`config.mk`:
```
export PLATFORM = sky130hd
export DESIGN_NAME = ide_pio_timer
export DESIGN_NICKNAME = d
export VERILOG_FILES = /design/src/rtl/ide_pio_pkg.sv /design/src/rtl/ide_timing_sel.sv /design/src/rtl/ide_pio_fsm.sv /design/src/rtl/ide_pio_timer.sv
export SDC_FILE = /design/constraint.sdc
export NUM_CORES = 1
export LEC_CHECK = 0
export BUFFER_PORTS_ARGS = -buffer_cell sky130_fd_sc_hd__buf_4
export CELL_PAD_IN_SITES_DETAIL_PLACEMENT = 0
export CELL_PAD_IN_SITES_GLOBAL_PLACEMENT = 1
export CORE_ASPECT_RATIO = 0.7
export CORE_UTILIZATION = 36
export CTS_CLUSTER_DIAMETER = 120
export CTS_CLUSTER_SIZE = 25
export DETAILED_ROUTE_END_ITERATION = 10
export GPL_TIMING_DRIVEN = 0
export PLACE_DENSITY_LB_ADDON = 0.1
export SLEW_MARGIN = 25
export SYNTH_ARGS = -nofsm -noshare
export SYNTH_HDL_FRONTEND = slang
export SYNTH_SLANG_ARGS = --single-unit
```
`constraint.sdc`:
```
create_clock -name clk -period 1.9 [get_ports clk]
set_input_delay 0.38 -clock clk [delete_from_list [all_inputs] [get_ports clk]]
set_output_delay 0.38 -clock clk [all_outputs]
set_load 0.02 [all_outputs]
```
`src/rtl/ide_pio_pkg.sv`:
```
package ide_pio_pkg;

    localparam int CNT_W = 3;

    typedef enum logic [1:0] {
        ST_IDLE   = 2'd0,
        ST_STROBE = 2'd1,
        ST_RECOV  = 2'd2
    } pio_state_e;

    // Sample code to clocks: 00->5, 01->4, 10->3, 11 (reserved)->5
    function automatic logic [CNT_W-1:0] sample_clks(input logic [1:0] code);
        logic [CNT_W-1:0] r;
        case (code)
            2'b01:   r = CNT_W'(4);
            2'b10:   r = CNT_W'(3);
            default: r = CNT_W'(5);
        endcase
        return r;
    endfunction

    // Recovery code to clocks: 00->4 down to 11->1
    function automatic logic [CNT_W-1:0] recov_clks(input logic [1:0] code);
        return CNT_W'(4) - CNT_W'(code);
    endfunction

endpackage

```
`src/rtl/ide_timing_sel.sv`:
```
module ide_timing_sel
    import ide_pio_pkg::*;
#(
    parameter int TREG_W = 16,
    parameter int ADDR_W = 4,
    parameter int COMPAT_SAMPLE = 5,
    parameter int COMPAT_RECOV = 4
) (
    input  logic [TREG_W-1:0] tim_reg,
    input  logic [3:0]        slv_tim,
    input  logic              drive,
    input  logic [ADDR_W-1:0] addr,
    output logic [CNT_W-1:0]  sample_clks_o,
    output logic [CNT_W-1:0]  recov_clks_o,
    output logic              iordy_en_o
);
    localparam logic [ADDR_W-1:0] DATA_PORT = '0;

    logic is_data;
    logic fast;
    logic use_slave;
    logic [1:0] s_code;
    logic [1:0] r_code;

    always_comb begin
        is_data   = (addr == DATA_PORT);
        fast      = drive ? (tim_reg[4] && !tim_reg[7]) : (tim_reg[0] && !tim_reg[3]);
        use_slave = drive && tim_reg[14];
        s_code    = use_slave ? slv_tim[3:2] : tim_reg[13:12];
        r_code    = use_slave ? slv_tim[1:0] : tim_reg[9:8];
        if (fast && is_data) begin
            sample_clks_o = sample_clks(s_code);
            recov_clks_o  = recov_clks(r_code);
        end else begin
            sample_clks_o = CNT_W'(COMPAT_SAMPLE);
            recov_clks_o  = CNT_W'(COMPAT_RECOV);
        end
        iordy_en_o = drive ? tim_reg[5] : tim_reg[1];
    end


    always_comb begin
        sample_range_chk: assert (sample_clks_o >= CNT_W'(3) && sample_clks_o <= CNT_W'(5));
    end


    always_comb begin
        recov_range_chk: assert (recov_clks_o >= CNT_W'(1) && recov_clks_o <= CNT_W'(4));
    end

endmodule

```
`src/rtl/ide_pio_fsm.sv`:
```
module ide_pio_fsm
    import ide_pio_pkg::*;
#(
    parameter int DATA_W = 16,
    parameter int ADDR_W = 4
) (
    input  logic              clk,
    input  logic              rst_n,
    input  logic              dec_en,
    input  logic              req_valid,
    input  logic [ADDR_W-1:0] req_addr,
    input  logic              req_write,
    input  logic [DATA_W-1:0] req_wdata,
    input  logic [CNT_W-1:0]  sample_clks_i,
    input  logic [CNT_W-1:0]  recov_clks_i,
    input  logic              iordy_en_i,
    input  logic [DATA_W-1:0] dev_rdata,
    input  logic              dev_iordy,
    output logic [DATA_W-1:0] rd_data,
    output logic              done,
    output logic              claimed,
    output logic              dev_ior_n,
    output logic              dev_iow_n,
    output logic [ADDR_W-1:0] dev_addr,
    output logic [DATA_W-1:0] dev_wdata
);
    typedef struct packed {
        pio_state_e        st;
        logic [CNT_W-1:0]  cnt;
        logic [CNT_W-1:0]  rec;
        logic              ie;
        logic              write;
        logic              ior_n;
        logic              iow_n;
        logic              done;
        logic              claimed;
        logic [ADDR_W-1:0] addr;
        logic [DATA_W-1:0] wdata;
        logic [DATA_W-1:0] rdata;
    } fsm_t;

    localparam fsm_t FSM_RESET = '{
        st: ST_IDLE, cnt: '0, rec: '0, ie: 1'b0, write: 1'b0,
        ior_n: 1'b1, iow_n: 1'b1, done: 1'b0, claimed: 1'b0,
        addr: '0, wdata: '0, rdata: '0
    };

    fsm_t q, d;

    always_comb begin
        d      = q;
        d.done = 1'b0;
        case (q.st)
            ST_IDLE: begin
                if (req_valid) begin
                    if (!dec_en) begin
                        d.done    = 1'b1;
                        d.claimed = 1'b0;
                    end else begin
                        d.st      = ST_STROBE;
                        d.cnt     = sample_clks_i - CNT_W'(1);
                        d.rec     = recov_clks_i - CNT_W'(1);
                        d.ie      = iordy_en_i;
                        d.write   = req_write;
                        d.addr    = req_addr;
                        d.wdata   = req_wdata;
                        d.ior_n   = req_write;
                        d.iow_n   = !req_write;
                        d.claimed = 1'b1;
                    end
                end
            end
            ST_STROBE: begin
                if (q.cnt != '0) begin
                    d.cnt = q.cnt - CNT_W'(1);
                end else if (!q.ie || dev_iordy) begin
                    d.ior_n = 1'b1;
                    d.iow_n = 1'b1;
                    if (!q.write) d.rdata = dev_rdata;
                    d.st  = ST_RECOV;
                    d.cnt = q.rec;
                end
            end
            ST_RECOV: begin
                if (q.cnt != '0) begin
                    d.cnt = q.cnt - CNT_W'(1);
                end else begin
                    d.st   = ST_IDLE;
                    d.done = 1'b1;
                end
            end
            default: d = FSM_RESET;
        endcase
    end

    always_ff @(posedge clk or negedge rst_n) begin
        if (!rst_n) q <= FSM_RESET;
        else        q <= d;
    end

    assign rd_data   = q.rdata;
    assign done      = q.done;
    assign claimed   = q.claimed;
    assign dev_ior_n = q.ior_n;
    assign dev_iow_n = q.iow_n;
    assign dev_addr  = q.addr;
    assign dev_wdata = q.wdata;


    one_strobe_chk: assert property (@(posedge clk) disable iff (!rst_n)
        dev_ior_n || dev_iow_n);


    done_pulse_chk: assert property (@(posedge clk) disable iff (!rst_n)
        done |=> !done);


    done_after_strobe_chk: assert property (@(posedge clk) disable iff (!rst_n)
        done |-> (dev_ior_n && dev_iow_n));


    decode_gate_chk: assert property (@(posedge clk) disable iff (!rst_n)
        ($fell(dev_ior_n) || $fell(dev_iow_n)) |-> $past(dec_en));


    iordy_hold_chk: assert property (@(posedge clk) disable iff (!rst_n)
        (q.st == ST_STROBE && q.cnt == '0 && q.ie && !dev_iordy)
            |=> !(dev_ior_n && dev_iow_n));

endmodule

```
`src/rtl/ide_pio_timer.sv`:
```
module ide_pio_timer
    import ide_pio_pkg::*;
#(
    parameter int DATA_W = 16,
    parameter int ADDR_W = 4,
    parameter int TREG_W = 16,
    parameter int COMPAT_SAMPLE = 5,
    parameter int COMPAT_RECOV = 4
) (
    input  logic              clk,
    input  logic              rst_n,
    input  logic [TREG_W-1:0] tim_reg,
    input  logic [3:0]        slv_tim,
    input  logic              req_valid,
    input  logic [ADDR_W-1:0] req_addr,
    input  logic              req_write,
    input  logic              req_drive,
    input  logic [DATA_W-1:0] req_wdata,
    output logic [DATA_W-1:0] rd_data,
    output logic              done,
    output logic              claimed,
    output logic              dev_ior_n,
    output logic              dev_iow_n,
    output logic [ADDR_W-1:0] dev_addr,
    output logic [DATA_W-1:0] dev_wdata,
    input  logic [DATA_W-1:0] dev_rdata,
    input  logic              dev_iordy
);
    logic [CNT_W-1:0] sel_sample;
    logic [CNT_W-1:0] sel_recov;
    logic             sel_ie;
    logic             unused_bits;

    assign unused_bits = ^{tim_reg[11:10], tim_reg[6], tim_reg[2]};

    ide_timing_sel #(
        .TREG_W(TREG_W), .ADDR_W(ADDR_W),
        .COMPAT_SAMPLE(COMPAT_SAMPLE), .COMPAT_RECOV(COMPAT_RECOV)
    ) u_sel (
        .tim_reg(tim_reg), .slv_tim(slv_tim), .drive(req_drive), .addr(req_addr),
        .sample_clks_o(sel_sample), .recov_clks_o(sel_recov), .iordy_en_o(sel_ie)
    );

    ide_pio_fsm #(.DATA_W(DATA_W), .ADDR_W(ADDR_W)) u_fsm (
        .clk(clk), .rst_n(rst_n), .dec_en(tim_reg[15]),
        .req_valid(req_valid), .req_addr(req_addr), .req_write(req_write),
        .req_wdata(req_wdata), .sample_clks_i(sel_sample), .recov_clks_i(sel_recov),
        .iordy_en_i(sel_ie), .dev_rdata(dev_rdata), .dev_iordy(dev_iordy),
        .rd_data(rd_data), .done(done), .claimed(claimed),
        .dev_ior_n(dev_ior_n), .dev_iow_n(dev_iow_n),
        .dev_addr(dev_addr), .dev_wdata(dev_wdata)
    );

endmodule

```
==> impl_results.md, run 1 <==
- Status: finished clean
- Starting Density: between 30% and 40%
- Vias in the first global route: 2133
- Critical path origin: req_addr[3]
- Register bit total from synthesis: 50
- Antenna violations before repair: 0
- Clk buf depth: 2
- Comb power frac: a little under three fifths
- Layout cell share with drive strength beyond 1: a little over two fifths
- IO Count: 102
- Synth unique cells: 45
- Final core utilization: 51.4%
- Drt wl/cell: 12.6 um
- PD cells: 1290 nW/um^2
- Cells after Synth: around 300
- Startpoint types: input pin
- Port bufs: slightly below 100
- Slew HR: 55.8%
- Syn_area_per_cell: 9.50 um^2
- Syn nets: ~370
- Critical register-to-register path startpoint: u_fsm.q[49]$_DFFE_PN0P_
- Crit path arrival time: between 2000 and 2500 ps
- Post-synth top flop: dfrtp_1
- Final worst slack: 82.9 ps
- Grt total ovfl: 0
- Die ar.: 8200 um^2
- Post-layout nets: 476
- Peak VDD IR: 0.000424 V
- Worst-path fanout max: 5
- CTS Buf Count: 5
- Area growth, synth to finish: 35.8%
- Async SR Flop Fraction: 100%
- Switch share: 39.7%
- N_diodes: 0
- First-pass GRT wire length: about 11000 um
- Total GRT Usage: 16.3%
- Flop pwr share: slightly above 30%
- Pre-CTS setup slack: -262 ps
- Synth warn: 0
- Clk pwr share: between 10% and 20%
- Core ar.: around 7400 um^2
- Crit Path Category: in2reg
- Synthesized cell area: around 2800 um^2
- Hold WC Path Type: in2async
- Tcrit/Tclk final: a little over nine tenths
- Site row count: 26
- Switch Pwr: 1.95 mW
- CTS Root Buffer Type: clkbuf_8
- Fillers: between 700 and 800
- Die Y: 76.1 um
- Remaining antenna violation count after routing: 0
- Placer congestion estimate: around 0.78
- CTS Sinks: 50
- Hold-fix buffers, CTS: 0
- Largest net degree at the start of global routing: 51
- RSZ-0062 raised after global routing: no
- WP data required: 2090 ps
- Overall Power: 4.93 mW
- Drt drc: 0
- DP HPWL: between 4000 and 5000 um
- DR pass1 iterations: 4
- Via count: 2253
- Die Wd: 108 um
- Final setup viols: 0
- Fin. Hold Viols: 0
- CP endpoint kind: flop
- Dpl cell area: approximately 3700 um^2
- Least-Margin Pin Slew: approximately 660 ps
- Clk Latency, worst-skew pair: 300 ps
- Non-Filler Instances: 503
- CTS tree: yes
- Clock skew after layout: roughly 5.5 ps
- Max-cap viol count: 0
- Routed WL: 6340 um
- Max frequency: 0.550 GHz
- Max-slew violations: 0
- Clock-pin slew on the worst setup and hold paths: 90 ps
- Leakage: 1.98 nW
- Post-synthesis sequential area ratio: 44.5%
- Placed Cells: 492
- EDFF count, synth: 0
- Design area: 3830 um^2
- Vias/cell: 4.48
- Htree depth: 2
- Tmin final: between 1500 and 2000 ps
- Internal: 2.97 mW
- Initial DRC count: 96
-- sequential cells by signal, indices dropped and copies added, names as in the netlist --
| name | count |
|---|---|
| u_fsm.dev_wdata | 16 |
| u_fsm.rd_data | 16 |
| u_fsm.q | 10 |
| u_fsm.dev_addr | 4 |
| u_fsm.claimed | 1 |
| u_fsm.dev_ior_n | 1 |
| u_fsm.dev_iow_n | 1 |
| u_fsm.done | 1 |
-- cells in the final DEF, fill, tap and decap left out, types with 6 or more instances in the layout --
master	Yosys	routed
a21oi_1	6	6
buf_2	6	6
buf_4	36	136
clkbuf_8	0	7
dfrtp_1	48	48
ha_1	10	7
inv_1	23	23
mux2i_1	20	20
nand2_1	68	68
o21ai_0	23	22
-- cells in the mapped netlist, types with 2 or more instances --
cell type,count,area (um^2)
ha_1,10,125
mux2i_1,20,200
o2bb2ai_1,2,17.5
or2_2,2,12.5
o21ai_1,4,20.0
nor3b_1,2,15.0
nand2_1,68,255
a21oi_4,2,32.5
o21bai_1,2,15.0
and4b_1,2,20.0
o21ai_0,23,115
nor2b_1,4,25.0
buf_2,6,30.0
inv_1,23,86.3
a311o_1,2,20.0
a21oi_1,6,30.0
clkbuf_1,4,15.0
buf_6,3,33.8
dfstp_2,2,52.6
buf_4,36,270
and2_1,2,12.5
dfrtp_1,48,1200
a41oi_1,2,17.5
-- stage by stage --
stage | setup TNS (ps) | hold WS (ps)
final | 0 | 104
after global routing | 0 | 156
after CTS | 0 | 134
after detailed placement | -492 | 467
after global placement | -439 | 462
after floorplan | -16.8 | 84.4
-- layout make-up --
class,instances,area [um^2],area share [%]
Tap cell,98,123,3.20
Inverter,23,86.3,2.25
Clock inverter,1,8.76,0.229
Clock buffer,7,96.3,2.51
Timing Repair Buffer,100,751,19.6
Multi-Input combinational cell,175,1160,30.2
Sequential cell,50,1250,32.7
Buffer,49,354,9.24
-- path summary, 6_finish.rpt --
| check | endpoint | slack, ps | depth (start not counted) |
|---|---|---|---|
| max | u_fsm.q[47]$_DFFE_PN0P_ | 80 | 9 |
| min | u_fsm.done$_DFF_PN0_ | 100 | 1 |
| max reg2reg | u_fsm.q[45]$_DFFE_PN0P_ | 110 | 7 |
| min reg2reg | u_fsm.q[41]$_DFFE_PN0P_ | 480 | 2 |
| max in group asynchronous | u_fsm.dev_addr[3]$_DFFE_PN0P_ | 1360 | 1 |
| min in group clk | u_fsm.done$_DFF_PN0_ | 280 | 2 |
-- power by group through the flow --
stage / sequential (mW) / combinational (mW) / clock, mW
finish: 1.51 / 2.72 / 0.690
global route: 1.55 / 3.01 / 0.779
CTS: 1.51 / 2.66 / 0.728
detailed placement: 1.54 / 2.65 / 0
global placement: 1.52 / 2.62 / 0
floorplan: 1.54 / 1.82 / 0
-- kinds of logic (layout without fill, tap and decap cells) --
kind of cell	after synthesis	count (layout)	synth area share, %
xor+xnor	1	1	0.311
simple gates	90	90	15.2
mux	21	21	7.50
buf+inv	72	180	15.4
compound gates	53	53	12.7
fa+ha+maj	10	10	4.44
flops	50	50	44.5
-- what timing repair did --
item | in CTS | in global routing
pin swaps | 0 | 1
endpoints found under the setup margin | 4 | 37
gates resized for setup | 2 | 8
setup buffers | 0 | 3
-- per-layer routing --
metal  share of wire (%)  GRT usage, %
met1                  50          24.1
met2                  42          23.8
met3                 6.9          3.93
met4                0.65          3.70
met5                   0             0
-- critical path, stage by stage --
cell	delay (ps)
buf_4	110
or4_4	550
a21oi_4	200
and2_4	180
inv_1	40
ha_2	170
a32oi_1	170
o31a_1	160
o2bb2ai_1	50
Note: power is estimated with default switching activity, not from simulation.
==> run 2: changes to the inputs <==
==> constraint.sdc (replaced) <==
create_clock -name clk -period 2.2 [get_ports clk]
set_input_delay 0.44 -clock clk [delete_from_list [all_inputs] [get_ports clk]]
set_output_delay 0.44 -clock clk [all_outputs]
set_load 0.02 [all_outputs]
==> run 2 against run 1 <==
  * Die area unchanged
  * Setup slack improved by 150 ps
  * Worst hold slack improved by 44 ps
  * Critical path type unchanged
  * Largest cell class unchanged
  * Largest power group unchanged
==> impl_results.md, run 2 (synthesis gave the netlist of run 1 again) <==
- Status: finished clean
- Hold-fix buffers, CTS: 0 (unchanged)
- Port bufs: 97 (unchanged)
- Cell depth of the worst flop-to-flop path: 7 (unchanged)
- CTS Buf Count: 5 (unchanged)
- Drt drc: 0 (unchanged)
- Layout cell share with drive strength beyond 1: 40.8% (-2.9 points)
- Hold WC Path Type: in2async
- Slew HR: 56.2% (+0.32 points)
- Max frequency: 0.508 GHz
- Starting Density: 37.9% (unchanged)
- Critical path origin: req_addr[0]
- Placed Cells: 492 (unchanged)
- Htree depth: 2 (unchanged)
- Die Wd: 108 um (unchanged)
- Final worst slack: 231 ps (+148 ps)
- Crit path arrival time: 2200 ps (+190 ps)
- WP data required: 2430 ps (+340 ps)
- Remaining antenna violation count after routing: 0 (unchanged)
- Drt wl/cell: 12.9 um (+2.0%)
- Setup bufs post-CTS: 0 (unchanged)
- Leakage: 1.96 nW (-0.95%)
- Grt total ovfl: 0 (unchanged)
- Worst-path fanout max: 5 (unchanged)
- N_diodes: 0 (unchanged)
- IO Count: 102 (unchanged)
- RSZ-0062 raised after global routing: no
- Tmin final: about 2000 ps
- DP HPWL: 4810 um (+1.3%)
- Dpl cell area: 3670 um^2 (-0.24%)
- Initial DRC count: 71 (-26%)
- Crit Path Category: in2reg
- Clk buf depth: 2 (unchanged)
- Startpoint types: input pin
- Via count: 2256 (+0.13%)
- Die ar.: 8200 um^2 (unchanged)
- Worst R2R End: u_fsm.dev_wdata[2]$_DFFE_PN0P_
- Antenna violations before repair: 0 (unchanged)
- Die Y: 76.1 um (unchanged)
- Max-slew violations: 0 (unchanged)
- Largest net degree at the start of global routing: 51 (unchanged)
- Overall Power: 4.27 mW (-13%)
- Non-Filler Instances: 500 (-0.60%)
- CTS tree: yes
- PD cells: 1130 nW/um^2 (-12%)
- Fin Setup TNS: 0 ps (unchanged)
- Post-layout nets: 473 (-0.63%)
- Area growth, synth to finish: 34.5%
- Placer congestion estimate: 0.786 (+1.2%)
- Worst reg-to-reg setup slack: 270 ps (+160 ps)
- Clock-pin slew on the worst setup and hold paths: 100 ps (about the same)
- DR pass1 iterations: 4 (unchanged)
- Vias in the first global route: 2156 (+1.1%)
- Peak VDD IR: 0.000416 V (-1.9%)
- Tcrit/Tclk final: 89.5%
- Vias/cell: 4.51 (+0.73%)
- Post-cts gate resize count: 0 (-2)
- CP endpoint kind: flop
- Least-Margin Pin Slew: 658 ps (-4.84 ps)
- First-pass GRT wire length: 10500 um (-0.12%)
- Critical register-to-register path startpoint: u_fsm.q[48]$_DFFE_PN0P_
- Max-cap viol count: 0 (unchanged)
- Site row count: 26 (unchanged)
- Fillers: 722 (-1.8%)
- Most frequent cells in the layout: buf_4, nand2_1, dfrtp_1
- Core ar.: 7450 um^2 (unchanged)
- CTS Root Buffer Type: clkbuf_8
- Fin. Hold Viols: 0 (unchanged)
- Pre-CTS setup slack: -82.6 ps (+179 ps)
- Design area: 3790 um^2 (-1.0%)
- CTS Sinks: 50 (unchanged)
- Clk Latency, worst-skew pair: 310 ps (about the same)
- Final setup viols: 0 (unchanged)
- Commonest non-fill, non-tap cell in the layout: buf_4
- Clock skew after layout: 15.1 ps (+9.59 ps)
- Routed WL: 6430 um (+1.4%)
- Total GRT Usage: 16.4% (+0.13 points)
-- run 2: changes by cell type in the layout (fill, tap and decap cells not counted), moves of 2 or more --
cell | previous run | this run
buf_4 | 136 | 133
clkbuf_1 | 0 | 4
clkbuf_2 | 4 | 0
ha_1 | 7 | 10
ha_2 | 2 | 0
-- run 2: worst max-delay path by stage --
stage	end	slack, ps	depth (start not counted)
final	u_fsm.q[46]$_DFFE_PN0P_	230	7
after global routing	u_fsm.dev_wdata[5]$_DFFE_PN0P_	40	7
after CTS	u_fsm.q[46]$_DFFE_PN0P_	220	7
after detailed placement	u_fsm.q[46]$_DFFE_PN0P_	-80	7
after global placement	u_fsm.q[46]$_DFFE_PN0P_	-60	7
after floorplan	u_fsm.q[46]$_DFFE_PN0P_	180	6
-- run 2: layout make-up --
class                           count  area [um^2]  share of cell area [%]
Tap cell                           98          123                    3.23
Multi-Input combinational cell    175         1130                    29.8
Clock buffer                        6         82.6                    2.18
Sequential cell                    50         1250                    33.1
Timing Repair Buffer               97          728                    19.2
Buffer                             49          349                    9.20
Inverter                           23         86.3                    2.28
Clock inverter                      2         38.8                    1.02
-- run 2: metal layers --
| metal | GRT usage, % | routed length (um) |
|---|---|---|
| met1 | 24.3 | 3290 |
| met2 | 24.0 | 2670 |
| met3 | 3.51 | 397 |
| met4 | 4.52 | 63 |
| met5 | 0 | 0 |
-- run 2: critical path, cell delays in order --
cell and delay, ps:
buf_4 120, or4_4 560, a21oi_4 180, o21ai_0 160, ha_1 310, o221a_2 290, o21ai_1 140
-- run 2: power by group --
| group | switching (mW) | leakage (nW) | internal, mW | total (mW) |
|---|---|---|---|---|
| combinational | 1.23 | 1.23 | 1.03 | 2.26 |
| sequential | 0.133 | 0.665 | 1.17 | 1.30 |
| clock | 0.328 | 0.0618 | 0.375 | 0.703 |
| total | 1.69 | 1.96 | 2.57 | 4.27 |
-- run 2: through the flow --
stage	utilization, %	hold WS, ps
after floorplan	-	144
after global placement	49.3	461
after detailed placement	49.3	467
after CTS	50.9	181
after global routing	50.9	194
final	50.9	148
